==> src/rtl/ttd_pkg.sv <==
package ttd_pkg;
  localparam int ADDR_W = 16;
  localparam int LEN_W  = 11;

  typedef struct packed {
    logic [ADDR_W-1:0] addr;
    logic [LEN_W-1:0]  len;
  } tx_entry_t;
endpackage

==> src/rtl/ttd_vl_fifo.sv <==
module ttd_vl_fifo
  import ttd_pkg::*;
#(
  parameter int MAX_DEPTH = 4,
  parameter int DEPTH_W   = $clog2(MAX_DEPTH + 1)
) (
  input  logic               clk,
  input  logic               rst_n,
  input  logic               clear,
  input  logic [DEPTH_W-1:0] depth,
  input  logic               push,
  input  tx_entry_t          push_entry,
  input  logic               pop,
  output tx_entry_t          head,
  output logic               empty,
  output logic               full
);
  localparam int PTR_W = (MAX_DEPTH > 1) ? $clog2(MAX_DEPTH) : 1;

  tx_entry_t          store [MAX_DEPTH];
  logic [PTR_W-1:0]   rd_q, rd_d, wr_q, wr_d;
  logic [DEPTH_W-1:0] cnt_q, cnt_d;

  function automatic logic [PTR_W-1:0] step(input logic [PTR_W-1:0] p,
                                            input logic [DEPTH_W-1:0] lim);
    if (DEPTH_W'(p) + DEPTH_W'(1) >= lim) step = '0;
    else                                  step = p + PTR_W'(1);
  endfunction

  assign empty = (cnt_q == '0);
  assign full  = (cnt_q >= depth);
  assign head  = store[rd_q];

  always_comb begin
    rd_d  = rd_q;
    wr_d  = wr_q;
    cnt_d = cnt_q;
    if (clear) begin
      rd_d  = '0;
      wr_d  = '0;
      cnt_d = '0;
    end else begin
      if (push) wr_d = step(wr_q, depth);
      if (pop)  rd_d = step(rd_q, depth);
      if (push && !pop)      cnt_d = cnt_q + DEPTH_W'(1);
      else if (pop && !push) cnt_d = cnt_q - DEPTH_W'(1);
    end
  end

  always_ff @(posedge clk or negedge rst_n) begin
    if (!rst_n) begin
      rd_q  <= '0;
      wr_q  <= '0;
      cnt_q <= '0;
    end else begin
      rd_q  <= rd_d;
      wr_q  <= wr_d;
      cnt_q <= cnt_d;
    end
  end

  always_ff @(posedge clk) begin
    if (push && !clear) store[wr_q] <= push_entry;
  end

  assert_no_overflow_R3: assert property (@(posedge clk) disable iff (!rst_n)
    push |-> !full);
  assert_no_underflow_R6: assert property (@(posedge clk) disable iff (!rst_n)
    pop |-> !empty);
  assert_count_bound_R10: assert property (@(posedge clk) disable iff (!rst_n)
    cnt_q <= DEPTH_W'(MAX_DEPTH));
endmodule

==> src/rtl/ttd_miss_ctr.sv <==
module ttd_miss_ctr #(
  parameter int MISS_W = 8
) (
  input  logic              clk,
  input  logic              rst_n,
  input  logic              clear,
  input  logic              inc,
  output logic [MISS_W-1:0] count
);
  logic [MISS_W-1:0] cnt_d;

  always_comb begin
    cnt_d = count;
    if (clear)                cnt_d = '0;
    else if (inc && !(&count)) cnt_d = count + MISS_W'(1);
  end

  always_ff @(posedge clk or negedge rst_n) begin
    if (!rst_n) count <= '0;
    else        count <= cnt_d;
  end

  assert_saturate_R7: assert property (@(posedge clk) disable iff (!rst_n)
    (&count) && !clear |=> (&count));
endmodule

==> src/rtl/tt_tx_dispatch.sv <==
module tt_tx_dispatch
  import ttd_pkg::*;
#(
  parameter int NUM_VL    = 4,
  parameter int MAX_DEPTH = 4,
  parameter int MISS_W    = 8,
  parameter int VL_W      = (NUM_VL > 1) ? $clog2(NUM_VL) : 1,
  parameter int DEPTH_W   = $clog2(MAX_DEPTH + 1)
) (
  input  logic                      clk,
  input  logic                      rst_n,
  input  logic                      cfg_load,
  input  logic [NUM_VL*DEPTH_W-1:0] cfg_depth,
  input  logic                      sync_ok,
  input  logic                      enq_valid,
  input  logic [VL_W-1:0]           enq_vl,
  input  logic [ADDR_W-1:0]         enq_addr,
  input  logic [LEN_W-1:0]          enq_len,
  output logic                      enq_accept,
  output logic                      enq_reject,
  input  logic                      slot_tick,
  input  logic [VL_W-1:0]           slot_vl,
  output logic                      tx_valid,
  input  logic                      tx_ready,
  output logic [ADDR_W-1:0]         tx_addr,
  output logic [LEN_W-1:0]          tx_len,
  output logic [VL_W-1:0]           tx_vl,
  output logic [NUM_VL*MISS_W-1:0]  miss_count
);
  logic [DEPTH_W-1:0] depth_q [NUM_VL];
  logic [NUM_VL-1:0]  q_empty, q_full, q_push, q_pop, q_miss;
  tx_entry_t          q_head [NUM_VL];
  tx_entry_t          in_entry;
  logic               busy_q, busy_d;
  logic [VL_W-1:0]    act_q, act_d;
  logic               tick_live, start;
  logic               enq_in_range, slot_in_range;

  assign in_entry      = '{addr: enq_addr, len: enq_len};
  assign enq_in_range  = (32'(enq_vl) < NUM_VL);
  assign slot_in_range = (32'(slot_vl) < NUM_VL);
  assign tick_live     = slot_tick && sync_ok && slot_in_range && !cfg_load;

  always_comb begin
    enq_accept = enq_valid && enq_in_range && !cfg_load && !q_full[enq_vl];
    enq_reject = enq_valid && !enq_accept;
    start      = tick_live && !busy_q && !q_empty[slot_vl];
    busy_d     = busy_q;
    act_d      = act_q;
    if (cfg_load) begin
      busy_d = 1'b0;
    end else if (start) begin
      busy_d = 1'b1;
      act_d  = slot_vl;
    end else if (busy_q && tx_ready) begin
      busy_d = 1'b0;
    end
  end

  always_ff @(posedge clk or negedge rst_n) begin
    if (!rst_n) begin
      busy_q <= 1'b0;
      act_q  <= '0;
    end else begin
      busy_q <= busy_d;
      act_q  <= act_d;
    end
  end

  genvar v;
  generate
    for (v = 0; v < NUM_VL; v++) begin : g_vl
      logic [DEPTH_W-1:0] depth_field;
      assign depth_field = cfg_depth[v*DEPTH_W +: DEPTH_W];

      always_ff @(posedge clk or negedge rst_n) begin
        if (!rst_n)
          depth_q[v] <= DEPTH_W'(MAX_DEPTH);
        else if (cfg_load)
          depth_q[v] <= (depth_field > DEPTH_W'(MAX_DEPTH)) ? DEPTH_W'(MAX_DEPTH)
                                                            : depth_field;
      end

      assign q_push[v] = enq_accept && (32'(enq_vl) == v);
      assign q_pop[v]  = busy_q && tx_ready && !cfg_load && (32'(act_q) == v);
      assign q_miss[v] = tick_live && (32'(slot_vl) == v) && (busy_q || q_empty[v]);

      ttd_vl_fifo #(.MAX_DEPTH(MAX_DEPTH), .DEPTH_W(DEPTH_W)) u_fifo (
        .clk(clk), .rst_n(rst_n), .clear(cfg_load), .depth(depth_q[v]),
        .push(q_push[v]), .push_entry(in_entry), .pop(q_pop[v]),
        .head(q_head[v]), .empty(q_empty[v]), .full(q_full[v]));

      ttd_miss_ctr #(.MISS_W(MISS_W)) u_miss (
        .clk(clk), .rst_n(rst_n), .clear(cfg_load), .inc(q_miss[v]),
        .count(miss_count[v*MISS_W +: MISS_W]));
    end
  endgenerate

  assign tx_valid = busy_q;
  assign tx_vl    = act_q;
  assign tx_addr  = q_head[act_q].addr;
  assign tx_len   = q_head[act_q].len;

  assert_hold_R6: assert property (@(posedge clk) disable iff (!rst_n)
    tx_valid && !tx_ready && !cfg_load |=>
      tx_valid && $stable(tx_addr) && $stable(tx_len) && $stable(tx_vl));
  assert_release_R6: assert property (@(posedge clk) disable iff (!rst_n)
    tx_valid && tx_ready |=> !tx_valid);
  assert_unsynced_R8: assert property (@(posedge clk) disable iff (!rst_n)
    !tx_valid && !sync_ok |=> !tx_valid);
  assert_enq_excl_R2: assert property (@(posedge clk) disable iff (!rst_n)
    !(enq_accept && enq_reject));
  assert_cfg_drop_R10: assert property (@(posedge clk) disable iff (!rst_n)
    cfg_load |=> !tx_valid);
endmodule

==> config.mk <==
export PLATFORM = sky130hd
export DESIGN_NAME = tt_tx_dispatch
export DESIGN_NICKNAME = d
export VERILOG_FILES = /design/src/rtl/ttd_pkg.sv /design/src/rtl/ttd_vl_fifo.sv /design/src/rtl/ttd_miss_ctr.sv /design/src/rtl/tt_tx_dispatch.sv
export SDC_FILE = /design/constraint.sdc
export NUM_CORES = 1
export LEC_CHECK = 0
export ABC_AREA = 0
export BUFFER_PORTS_ARGS = -buffer_cell sky130_fd_sc_hd__buf_2
export CAP_MARGIN = 20
export CORE_MARGIN = 1.5
export CORE_UTILIZATION = 50
export DETAILED_ROUTE_END_ITERATION = 8
export PLACE_DENSITY_LB_ADDON = 0.2
export SLEW_MARGIN = 15
export SYNTH_ARGS = -nofsm -noshare
export SYNTH_HDL_FRONTEND = slang
export SYNTH_SLANG_ARGS = --single-unit
==> constraint.sdc <==
create_clock -name clk -period 3.35 [get_ports clk]
set_input_delay 0.335 -clock clk [delete_from_list [all_inputs] [get_ports clk]]
set_output_delay 0.335 -clock clk [all_outputs]
set_load 0.1 [all_outputs]
==> results.ini, run 1 <==
[routing]
drtIter0Drc = 680
wl_met2_mm = 21.60
wl_met1_mm = 18.74
highest_layer = met4
drt-wirelength-per-cell_um = 23.41
first_pass_iters = 5
route.detailed.drc = 0
num_vias = 10609
drtAntennaViolNets = 0
wl_met3_mm = 2.192
via_per_inst = 5.722
wl_mm = 43.41

[clock_tree]
clk_pin_slew_ps = 60
htree_levels = 2
numCtsBuffers = 53
clkSinkCount = 507
cts_root_buffer = clkbuf_16
clk_latency_ps = 600
clk_path_buf_depth = 3
cts_tree = yes

[finish]
area_delta_synth_final_pct = 16.98
final_area_mm2 = 0.02462
final_nets = 1396
regArea_mm2 = 0.01487
final.fill_count = 2984
n_antenna_cell = 0
multiInputGateArea_mm2 = 0.005969
drive_gt1_frac = 0.3056

[die]
ios = 114
dieArea_mm2 = 0.04333
die_width_um = 208.2
core_mm2 = 0.04120
die_h_um = 208.2
initial_utilization = 0.5108
placement_rows = 74

[placement]
io_buffer_count = 113
post_dp_cell_area_mm2 = 0.02268
hpwl_mm = 26.13
place_congestion = 0.7952

[pwr]
combPwrFrac = 0.132
ir_worst_vdd_v = 0.0003761
p_seq_frac = 0.464
switching_share = 0.2640
switchingPower_mw = 3.976
p_per_area_mw_per_mm2 = 611.8
p_total_mw = 15.06
cellLeakagePower_nw = 8.557
p_int_mw = 11.09
clockPowerShare = 0.403

[sta]
finalSetupViolCount = 0
tightest_slew_ps = 977.7
fmax_ghz = 0.3088
rsz0062_at_grt = no
finalCriticalPeriod_ps = 3238
slew_viol_final = 0
clock_skew_ps = 19.66
setup_tns_ps = 0
max-slew-margin-rel = 0.3482
post-route-period-util = 0.9667
hold_viol = 0

[critical_path]
worstSetupEndpointType = output port
required_ps = 3010
critical_path_class = flop to output port
crit_path_start_kind = flop
critPathMaxFanout = 17
crit_arrival_ps = 2900

[synthesis]
yosys.area.top_type = edfxtp_1
synth_top_area_frac = 0.6163
netlist_top_cells_area = edfxtp_1, mux4_2, dfrtp_1, ha_1, nor2_1
ys_warn_count = 0
async_flop_share = 0.1479
yosys-top-cells-count = edfxtp_1, mux4_2, dfrtp_1
ys_ff_latch = 507
synth.distinct_cells = 52
netlist_area_mm2 = 0.02105
yosysSeqAreaShare = 0.7057
synth_flop_cell = edfxtp_1
synth_nets = 1221
syn_avg_cell_area_um2 = 19.01
synth_edf_count = 432
netlist_instances = 1107
synth.most_common_cell = edfxtp_1

[global_route]
grt_pass1_vias = 11131
antenna_found_initial = 0
grt_max_degree = 76
grtUsageTotal = 0.2091
grt-ovfl-total = 0
grt_pass1_wl_mm = 67.52

[worst_hold_path]
min_path_type = input port to flop

[status]
outcome = complete, no violations

[run]
cap_violations = 0

-- path summary, 6_finish.rpt --
check                                        start  depth (start not counted)                 endpoint  slack (ps)
max                         g_vl[1].u_fifo.rd_q[0]                          4                tx_len[4]         110
min                                   cfg_depth[1]                          3              depth_q[10]          40
max reg2reg                             depth_q[5]                         12  g_vl[0].u_fifo.cnt_q[2]         350
min reg2reg                g_vl[3].u_miss.count[6]                          2  g_vl[3].u_miss.count[6]         570
max in group asynchronous                    rst_n                          2   g_vl[1].u_fifo.rd_q[0]        2170
min in group asynchronous                    rst_n                          2  g_vl[0].u_miss.count[4]         440
-- area by class of cell --
| class | instances | share of cell area |
|---|---|---|
| clock inverter | 34 | 0.01885 |
| timing repair buffer | 161 | 0.04868 |
| inverter | 26 | 0.003964 |
| sequential | 507 | 0.6039 |
| clock buffer | 61 | 0.05508 |
| multi-input combinational | 533 | 0.2424 |
| tap | 532 | 0.02703 |
-- per-layer routing --
layer | vias up | GRT usage
met3 | 60 | 0.03925
met1 | 5516 | 0.2915
li1 | 4769 | -
met4 | 0 | 0.05386
met5 | - | 0
met2 | 264 | 0.3431
-- per-stage QoR --
step / setup WS [ps] / std cells / hold slack [ps] / util
floorplan: 57.44 / 1107 / 39.41 / -
global placement: 399.3 / 1748 / 536.0 / 0.5505
detailed placement: 359.2 / 1748 / 543.3 / 0.5505
CTS: 36.90 / 1854 / 19.23 / 0.5975
global route: 3.987 / 1854 / 25.66 / 0.5976
finish: 111.5 / 1854 / 41.75 / 0.5976
-- power groups by stage --
stage	logic [mW]	clock network (mW)	registers [mW]
floorplan	1.50	0	7.16
global placement	1.99	0	7.12
detailed placement	2.00	0	7.13
CTS	2.01	6.22	7.00
global route	2.09	6.44	7.00
finish	1.99	6.08	7.00
-- worst max-delay path, stage by stage (launching register included) --
cell     delay (ps)
dfrtp_4         680
buf_12          250
mux4_2          520
mux4_2          540
buf_2           320
-- kinds of logic (layout without fill, tap and decap cells) --
family                     Yosys count  after routing  share of synthesized area
adders and majority gates           64             64                    0.03947
muxes                              158            158                     0.1561
buffers and inverters               67            282                    0.01254
DFF                                507            507                     0.7057
and+or+nand+nor                    222            222                    0.05511
xor gates and xnor gates            31             31                    0.01290
AOI/OAI and AO/OA                   58             58                    0.01813
-- state kept, by name, indices dropped and copies added, names as in the netlist --
register           cells
g_vl.u_fifo.store    432
g_vl.u_fifo.cnt_q     12
tx_valid               1
g_vl.u_fifo.rd_q       8
g_vl.u_miss.count     32
g_vl.u_fifo.wr_q       8
tx_vl                  2
depth_q               12
-- cell usage in the layout (no fill, tap or decap), types with 5 or more instances in the layout --
| cell | n |
|---|---|
| edfxtp_1 | 432 |
| mux4_2 | 135 |
| buf_2 | 110 |
| nor2_1 | 70 |
| dfrtp_1 | 64 |
| ha_1 | 60 |
| clkbuf_16 | 53 |
| nand2_1 | 33 |
| inv_1 | 24 |
| buf_4 | 21 |
| a21oi_1 | 20 |
| buf_12 | 19 |
| xor2_1 | 17 |
| and2_2 | 16 |
| nor3_1 | 15 |
| xnor2_1 | 14 |
| o21ai_0 | 13 |
| nand4_1 | 13 |
| nor2b_1 | 12 |
| nand2b_1 | 12 |
| nand3_1 | 12 |
| mux2i_1 | 11 |
| clkinv_1 | 11 |
| dlygate4sd3_1 | 11 |
| bufinv_16 | 10 |
| and2_1 | 9 |
| mux2_1 | 9 |
| and3_1 | 8 |
| clkbuf_1 | 8 |
| nor4_1 | 5 |
-- repair_timing --
item	in CTS	in global routing
resized for setup	3	1
endpoints found under the setup margin	17	9
hold buffers	11	0
buffers inserted	0	0
hold endpoints to repair	83	0
Power figures use the tool's default switching activity.
==> run 2, diff against run 1 <==
--- a/config.mk
+++ b/config.mk
@@ -12,6 +12,7 @@
 export CORE_UTILIZATION = 50
 export DETAILED_ROUTE_END_ITERATION = 8
 export PLACE_DENSITY_LB_ADDON = 0.2
+export REMOVE_ABC_BUFFERS = 1
 export SLEW_MARGIN = 15
 export SYNTH_ARGS = -nofsm -noshare
 export SYNTH_HDL_FRONTEND = slang
==> run 2 against run 1 <==
  * Cell count is 0.81% higher
  * Sequential power hardly changed
  * Combinational power hardly changed
  * Clock power is 3% higher
  * Count of clock-buffer cells in the layout is 6 higher
  * Global-route usage is 0.33 points lower
  * Largest cell class unchanged
  * First-iteration DRC count is 12% higher
  * Non-clock buffer count is 8 higher
  * Sequential share of layout area is 0.42 points lower
  * Clock skew is 3.7 ps higher
==> results.ini, run 2 (synthesis gave the netlist of run 1 again) <==
[global_route]
antenna_found_initial = 1
grt-ovfl-total = 0
grt_pass1_wl_mm = 66.59
grt_max_degree = 76
grt_pass1_vias = 11076
grtUsageTotal = 0.2058

[clock_tree]
numCtsBuffers = 53
cts_root_buffer = clkbuf_16
clk_pin_slew_ps = 70
clk_latency_ps = 600
clkSinkCount = 507
cts_tree = yes
clk_path_buf_depth = 3
htree_levels = 2

[finish]
area_delta_synth_final_pct = 17.74
final_nets = 1404
drive_gt1_frac = 0.3079
reg_top3 = g_vl.u_fifo.store (432), g_vl.u_miss.count (32)
regMostFlops = g_vl.u_fifo.store
final.fill_count = 2949
final_common_cell = edfxtp_1
layout_common_cells = edfxtp_1, mux4_2, buf_2
largest_reg_flops = 432

[sta]
finalCriticalPeriod_ps = 3201
max-slew-margin-rel = 0.5521
postLayoutSetupSlackWorst_ps = 149.2
rsz0062_at_grt = no
finalSetupViolCount = 0
slew_viol_final = 0
post-route-period-util = 0.9555
fmax_ghz = 0.3124
hold_viol = 0
clock_skew_ps = 23.37
tightest_slew_ps = 666.8

[critical_path]
reg2reg_slack_ps = 510
reg2reg_from = depth_q[5]
cp_slowest_cell = dfstp_2
worstSetupStartpoint = depth_q[5]
required_ps = 3010
timing.rr.end = g_vl[0].u_fifo.cnt_q[2]
crit_arrival_ps = 2870
critical_path_class = flop to output port
crit_chain = inv_1 > ha_1 > or2_2 > a21oi_1 > nor2_2 > a311oi_2 > buf_4 > nor2b_1 > buf_12
critPathMaxFanout = 5
worstSetupEndpointType = output port
r2r_cells = 11
slowest_delay_ps = 520
crit_buf_inv = 3
crit_family = compound AO/OA/AOI/OAI gates
crit_path_start_kind = flop

[run]
cap_violations = 0

[routing]
drtIter0Drc = 762
num_vias = 10664
route.detailed.drc = 0
drt-wirelength-per-cell_um = 23.24
drtAntennaViolNets = 0
first_pass_iters = 5
wl_mm = 43.44
via_per_inst = 5.706

[worst_hold_path]
min-delay-start = tx_ready
min_to = tx_valid
min_path_type = input port to flop
hold_path_depth = 3

[pwr]
p_per_area_mw_per_mm2 = 615.0
ir_worst_vdd_v = 0.0003985
cellLeakagePower_nw = 8.661
p_total_mw = 15.24

[placement]
hpwl_mm = 25.51
place_congestion = 0.7652
place_ws_ps = 542.2
io_buffer_count = 113

[die]
die_width_um = 208.2
initial_utilization = 0.5108
die_h_um = 208.2
placement_rows = 74
dieArea_mm2 = 0.04333
ios = 114
core_mm2 = 0.04120

[status]
outcome = complete, no violations

[run 2: cell count changes in the layout (fill, tap and decap cells not counted), moves of 3 or more]
cell / change
buf_4: +3
clkbuf_1: +3
clkinv_2: +5
clkinvlp_4: -3
[run 2: layer usage]
| layer | global-route usage | vias to the layer above | routed length (um) |
|---|---|---|---|
| met5 | 0 | - | 0 |
| met4 | 0.05814 | 0 | 911 |
| met3 | 0.04166 | 57 | 2354 |
| met2 | 0.3448 | 284 | 21820 |
| met1 | 0.2759 | 5533 | 18350 |
| li1 | - | 4790 | - |
[run 2: layout make-up]
| class | count | area (um2) | share of cell area |
|---|---|---|---|
| flip-flops and latches | 507 | 14860 | 0.5997 |
| inverters | 26 | 97.59 | 0.003938 |
| well taps | 532 | 665.6 | 0.02686 |
| diodes | 2 | 5.005 | 0.0002019 |
| clock buffers | 67 | 1420 | 0.05730 |
| clock inverters | 33 | 466.7 | 0.01883 |
| repair buffers | 169 | 1309 | 0.05281 |
| multi-input cells | 533 | 5956 | 0.2403 |
[run 2: tightest hold or removal path, stage by stage]
cell and delay (ps):
buf_2 110, nand2b_1 100, o21ai_0 60
[run 2: worst max path at each step]
stage | end | slack (ps) | cells past startpoint
2_1_floorplan | enq_reject | -2280 | 7
3_3_place_gp | g_vl[0].u_fifo.cnt_q[2] | 590 | 11
3_5_place_dp | g_vl[0].u_fifo.cnt_q[2] | 540 | 11
4_1_cts | enq_reject | 10 | 9
5_1_grt | enq_reject | 2 | 9
6_report | enq_reject | 150 | 9
[run 2: what timing repair did]
item	in CTS	in global routing
endpoints found under the hold margin	83	0
resized for setup	0	2
setup buffers	0	0
endpoints found under the setup margin	0	3
hold buffers	13	0
[run 2: power breakdown]
part	leakage [nW]	internal, mW	switching, mW
Clock	0.920	3.86	2.40
Sequential	4.90	6.93	0.0774
Combinational	2.84	0.485	1.49
Total	8.66	11.3	3.97
[run 2: per-stage QoR]
step / hold WS (ps) / cell area (um2) / TNS (ps) / cells / util
CTS: 37.64 / 24740 / 0 / 1866 / 0.6005
detailed placement: 539.8 / 22720 / 0 / 1753 / 0.5515
global placement: 531.9 / 22720 / 0 / 1753 / 0.5515
finish: 68.05 / 24780 / 0 / 1869 / 0.6015
global route: 55.08 / 24780 / 0 / 1867 / 0.6014
floorplan: 39.41 / 20880 / -3501 / 1066 / -
